**config.mk**
```make
export PLATFORM = sky130hd
export DESIGN_NAME = torus_route_sel
export DESIGN_NICKNAME = d
export VERILOG_FILES = /design/src/rtl/torus_route_pkg.sv /design/src/rtl/route_dim.sv /design/src/rtl/route_escvc.sv /design/src/rtl/torus_route_sel.sv
export SDC_FILE = /design/constraint.sdc
export NUM_CORES = 1
export LEC_CHECK = 0
export BUFFER_PORTS_ARGS = -buffer_cell sky130_fd_sc_hd__buf_2
export CAP_MARGIN = 5
export CORE_ASPECT_RATIO = 0.75
export CORE_MARGIN = 4
export CORE_UTILIZATION = 25
export CTS_CLUSTER_DIAMETER = 100
export DETAILED_ROUTE_END_ITERATION = 10
export SYNTH_ARGS = -nofsm -noshare
export SYNTH_HDL_FRONTEND = slang
export SYNTH_HIERARCHICAL = 1
export SYNTH_SLANG_ARGS = --single-unit
```
**constraint.sdc**
```tcl
create_clock -name clk -period 0.9 [get_ports clk]
set_input_delay 0.225 -clock clk [delete_from_list [all_inputs] [get_ports clk]]
set_output_delay 0.225 -clock clk [all_outputs]
set_load 0.02 [all_outputs]
```
**src/rtl/torus_route_pkg.sv**
```systemverilog
package torus_route_pkg;

    typedef enum logic [2:0] {
        PORT_EAST  = 3'd0,
        PORT_WEST  = 3'd1,
        PORT_NORTH = 3'd2,
        PORT_SOUTH = 3'd3,
        PORT_LOCAL = 3'd4
    } port_e;

    typedef enum logic [1:0] {
        VC_ADAPT = 2'd0,
        VC_ESC0  = 2'd1,
        VC_ESC1  = 2'd2,
        VC_BAD   = 2'd3
    } vc_e;

    typedef struct packed {
        logic  valid;
        logic  deliver;
        port_e port;
        vc_e   vc;
    } route_res_t;

endpackage

```
**src/rtl/route_dim.sv**
```systemverilog
// Per-dimension candidate: remaining-distance flag and signed output port.
module route_dim
    import torus_route_pkg::*;
#(
    parameter int COORD_W = 4,
    parameter bit IS_X    = 1'b1
) (
    input  logic [COORD_W-1:0] cur,
    input  logic [COORD_W-1:0] dst,
    input  logic               neg,
    output logic               done,
    output port_e              port
);
    always_comb begin
        done = (cur == dst);
        if (IS_X) begin
            port = neg ? PORT_WEST : PORT_EAST;
        end else begin
            port = neg ? PORT_SOUTH : PORT_NORTH;
        end
    end
endmodule

```
**src/rtl/route_escvc.sv**
```systemverilog
// Escape channel for one dimension: index ordering, optionally swapped per node.
module route_escvc
    import torus_route_pkg::*;
#(
    parameter int COORD_W = 4,
    localparam int NODES  = 1 << COORD_W
) (
    input  logic [COORD_W-1:0] cur,
    input  logic [COORD_W-1:0] dst,
    input  logic [NODES-1:0]   swap_map,
    output vc_e                esc_vc
);
    logic above;
    always_comb begin
        above  = (cur > dst);
        esc_vc = (above ^ swap_map[cur]) ? VC_ESC1 : VC_ESC0;
    end
endmodule

```
**src/rtl/torus_route_sel.sv**
```systemverilog
module torus_route_sel
    import torus_route_pkg::*;
#(
    parameter int COORD_W = 4,
    localparam int NODES  = 1 << COORD_W,
    localparam int DIMS   = 2
) (
    input  logic               clk,
    input  logic               rst_n,
    input  logic               in_valid,
    input  logic [COORD_W-1:0] cur_x,
    input  logic [COORD_W-1:0] cur_y,
    input  logic [COORD_W-1:0] dst_x,
    input  logic [COORD_W-1:0] dst_y,
    input  logic               neg_x,
    input  logic               neg_y,
    input  logic               adapt_ok,
    input  logic               io_pkt,
    input  logic [2:0]         in_port,
    input  logic [3:0]         cong,
    input  logic [NODES-1:0]   esc_swap_x,
    input  logic [NODES-1:0]   esc_swap_y,
    output logic               out_valid,
    output logic               out_deliver,
    output logic [2:0]         out_port,
    output logic [1:0]         out_vc
);
    logic [COORD_W-1:0] cur_c [DIMS];
    logic [COORD_W-1:0] dst_c [DIMS];
    logic [NODES-1:0]   swap_c [DIMS];
    logic               neg_c [DIMS];
    logic               done_c [DIMS];
    port_e              port_c [DIMS];
    vc_e                esc_c [DIMS];

    assign cur_c[0]  = cur_x;
    assign cur_c[1]  = cur_y;
    assign dst_c[0]  = dst_x;
    assign dst_c[1]  = dst_y;
    assign neg_c[0]  = neg_x;
    assign neg_c[1]  = neg_y;
    assign swap_c[0] = esc_swap_x;
    assign swap_c[1] = esc_swap_y;

    for (genvar g = 0; g < DIMS; g++) begin : g_dim
        route_dim #(.COORD_W(COORD_W), .IS_X(g == 0)) dim_i (
            .cur  (cur_c[g]),
            .dst  (dst_c[g]),
            .neg  (neg_c[g]),
            .done (done_c[g]),
            .port (port_c[g])
        );
        route_escvc #(.COORD_W(COORD_W)) esc_i (
            .cur      (cur_c[g]),
            .dst      (dst_c[g]),
            .swap_map (swap_c[g]),
            .esc_vc   (esc_c[g])
        );
    end

    route_res_t res_d, res_q;
    logic       restricted;
    logic       straight_y;
    logic       pick;
    logic       use_esc;

    always_comb begin
        res_d       = res_q;
        res_d.valid = in_valid;
        restricted  = io_pkt | ~adapt_ok;
        straight_y  = (in_port == 3'd2) || (in_port == 3'd3);
        pick        = 1'b0;
        use_esc     = 1'b0;
        if (done_c[0] && done_c[1]) begin
            res_d.deliver = 1'b1;
            res_d.port    = PORT_LOCAL;
            res_d.vc      = VC_ADAPT;
        end else begin
            if (restricted) begin
                pick    = done_c[0];
                use_esc = 1'b1;
            end else if (done_c[0]) begin
                pick    = 1'b1;
                use_esc = cong[port_c[1][1:0]];
            end else if (done_c[1]) begin
                pick    = 1'b0;
                use_esc = cong[port_c[0][1:0]];
            end else if (!cong[port_c[straight_y][1:0]]) begin
                pick    = straight_y;
            end else if (!cong[port_c[~straight_y][1:0]]) begin
                pick    = ~straight_y;
            end else begin
                pick    = 1'b0;
                use_esc = 1'b1;
            end
            res_d.deliver = 1'b0;
            res_d.port    = port_c[pick];
            res_d.vc      = use_esc ? esc_c[pick] : VC_ADAPT;
        end
        if (!in_valid) begin
            res_d         = res_q;
            res_d.valid   = 1'b0;
        end
    end

    always_ff @(posedge clk or negedge rst_n) begin
        if (!rst_n) begin
            res_q <= '{valid: 1'b0, deliver: 1'b0, port: PORT_EAST, vc: VC_ADAPT};
        end else begin
            res_q <= res_d;
        end
    end

    assign out_valid   = res_q.valid;
    assign out_deliver = res_q.deliver;
    assign out_port    = res_q.port;
    assign out_vc      = res_q.vc;
endmodule

```
==> impl_metrics.csv <==
group,metric,value,unit
outcome,outcome,"finished, violations left",
outcome,violations,"negative setup slack",
cells_and_area,final_net_count,288,
floorplan,die_x,84.4,um
min_path,hold_path_class,"primary input to register",
sta,hold_ws,278,ps
cells_and_area,layout-drive-gt1-share,59.9,%
sta,setup_viol_count_final,13,
placement,dp.cells,260,
power,p_per_area,949,nW/um2
synthesis,synthArstFlopShare,100,%
grt,grt_first_pass_wirelength,5580,um
critical_path,cp_common_cell,"buf_4",
run,max-cap-violations,0,
placement,io_buffers,67,
route,drtIter0Drc,66,
floorplan,fp.coreArea,4130,um2
clocking,cts_root_buf,"clkbuf_8",
route,vias,1266,
grt,grt_pass1_vias,1191,
clocking,clk_latency,220,ps
cells_and_area,final_cells,272,
route,wl_per_cell,13.5,um
critical_path,path_max_fanout,4,
synthesis,ys_seq_area_share,16.0,%
clocking,path_clk_slew,40,ps
placement,gp_congestion,0.841,
placement,place_area,1690,um2
route,drt_wl_total,3670,um
cells_and_area,area_delta_synth_final,80.7,%
synthesis,yosysTopAreaCell,"dfrtp_1",
sta,fmax,582,MHz
clocking,cts.path.max_buffers,2,
critical_path,critPathArrivalTime,1860,ps
critical_path,crit_path_cell_trace,"buf_4 -> xor2_2 -> nor4_2 -> buf_4 -> buf_6 -> nor4b_4 -> a221o_1 -> nand3_1 -> a31oi_2",
synthesis,synth.area.top_cells,"dfrtp_1 16%, mux4_1 14%, ha_1 9.2%, xor2_1 8.0%, mux2i_1 5.5%",
floorplan,die_h,65.3,um
sta,final.setup.tns,-4540,ps
power,vdd_drop_max,0.000535,V
synthesis,ys_ff_latch,7,
floorplan,placement_rows,20,
synthesis,syn_avg_cell_area,9.51,um2
clocking,h-tree-depth,1,
route,avgViaCountPerCell,4.65,
route,first_pass_iters,4,
cells_and_area,fin_util,47.8,%
synthesis,synthFlopType,"dfrtp_1",
critical_path,cp-start-kind,"primary input",
synthesis,syn_inst,115,
sta,period_share,191,%
floorplan,die_area,5510,um2
critical_path,path_buf_inv,3,
synthesis,syn_area,1090,um2
placement,dpl_worst_slack,-1060,ps
power,p_leak,0.966,nW
route,drtAntennaViolNets,0,
critical_path,worst_ep_required_time,1040,ps
grt,antenna_found_initial,0,
sta,clock_skew,0,ps
synthesis,synth_top_area_share,16.0,%
synthesis,synth_cell_type_count,36,
route,drcViolationCount,0,
grt,track_usage,12.6,%
critical_path,max_stage_delay,360,ps
sta,hold_viol_final,0,
placement,hpwl,3090,um
sta,maxSlewViolCount,0,
cells_and_area,diodes,0,
clocking,cts_tree,"yes",
cells_and_area,fill_cells,389,
critical_path,path_class,"primary input to register",
power,finalPower,1.87,mW
sta,rsz0062_at_grt,"true",
floorplan,io_pins,69,
floorplan,start_util,26.5,%
synthesis,synth_edf_count,0,
critical_path,cp_top_family,"simple AND/OR/NAND/NOR gates",
sta,fin_crit,1720,ps
sta,fin_ws,-818,ps
clocking,cts_made_buffers,3,
synthesis,ys_warn_count,6,
cells_and_area,fin_area,1980,um2
critical_path,crit_path_top_delay_cell,"nor4b_4",
grt,grt_max_degree,8,
clocking,clock_sinks,7,
grt,grt_overflow_total,0,
critical_path,end_kind,"register",
==> cell type report <==
type / count / area (um2) / area share (%)
inverters: 12 / 45.0 / 2.28
flip-flops and latches: 7 / 175 / 8.87
repair buffers: 103 / 684 / 34.6
well taps: 55 / 68.8 / 3.48
multi-input cells: 91 / 957 / 48.4
clock buffers: 4 / 45.0 / 2.28
==> worst register-to-register path, delay by kind of cell, from the launching register on <==
kind	cells	cell delay, ps
flip-flops	1	390
AO/OA/AOI/OAI	2	250
buffers and inverters	1	150
==> placed cells by master, fill, tap and decap left out, drive strengths merged, types with 3 or more instances in the layout <==
cell / netlist / layout
o21a: 4 / 4
nand2: 4 / 4
conb: 3 / 4
ha: 8 / 8
inv: 12 / 12
mux2i: 6 / 6
nor2: 3 / 3
nor2b: 3 / 3
o21ai: 5 / 5
nand3: 5 / 5
xor2: 10 / 10
clkbuf: 0 / 4
mux4: 7 / 7
buf: 6 / 102
nand4: 4 / 4
dfrtp: 7 / 7
==> routing by layer <==
layer  part of all wire (%)  wire (um)  global-route usage (%)  up-vias
li1                       -          -                       -      638
met1                     50       1830                    18.7      598
met2                     46       1680                    19.3       30
met3                    4.4        160                    2.01        0
met4                      0          0                    2.37        0
met5                      0          0                       0        -
==> flip-flops by register name, indices dropped and copies added (netlist names) <==
| register | flops |
|---|---|
| out_vc | 2 |
| out_port | 3 |
| out_valid | 1 |
| out_deliver | 1 |
==> final timing paths <==
check	startpoint	endpoint	slack [ps]	cells past startpoint
setup / recovery	dst_y[0]	out_vc[1]	-820	9
hold / removal	in_valid	out_valid	280	2
setup reg to reg	out_vc[1]	out_vc[1]	-10	3
hold reg to reg	out_port[1]	out_port[1]	610	2
max in group asynchronous	rst_n	out_deliver	380	2
min in group asynchronous	rst_n	out_port[0]	370	2
==> repair_timing <==
item / 4_1_cts / 5_1_grt
gates resized for setup: 33 / 12
setup buffers: 5 / 3
hold buffers: 1 / 0
hold endpoints to repair: 7 / 0
pin swaps: 12 / 9
endpoints found under the setup margin: 13 / 13
==> logic make-up after synthesis <==
| group | count (synthesis) | share of synthesized area (%) |
|---|---|---|
| buf+inv | 18 | 8.24 |
| simple gates | 28 | 16.0 |
| other cells | 3 | 1.03 |
| compound gates | 24 | 15.9 |
| mux | 15 | 24.0 |
| fa+ha+maj | 8 | 9.15 |
| flops | 7 | 16.0 |
| xor+xnor | 12 | 9.61 |
==> power breakdown <==
part / switching [mW] / internal [mW] / total, mW
clock network: 0.125 / 0.306 / 0.431
registers: 0.0316 / 0.359 / 0.391
logic: 0.468 / 0.585 / 1.05
==> Yosys cell counts, types with 3 or more instances <==
| cell type | instances |
|---|---|
| dfrtp_1 | 7 |
| nor2b_1 | 3 |
| nor2_1 | 3 |
| nand3_1 | 5 |
| ha_1 | 8 |
| nand2_1 | 4 |
| mux2i_1 | 6 |
| xor2_1 | 10 |
| o21a_1 | 4 |
| buf_4 | 6 |
| inv_1 | 12 |
| conb_1 | 3 |
| mux4_1 | 6 |
| o21ai_0 | 5 |
| nand4_1 | 4 |
(Power assumes the default switching activity.)
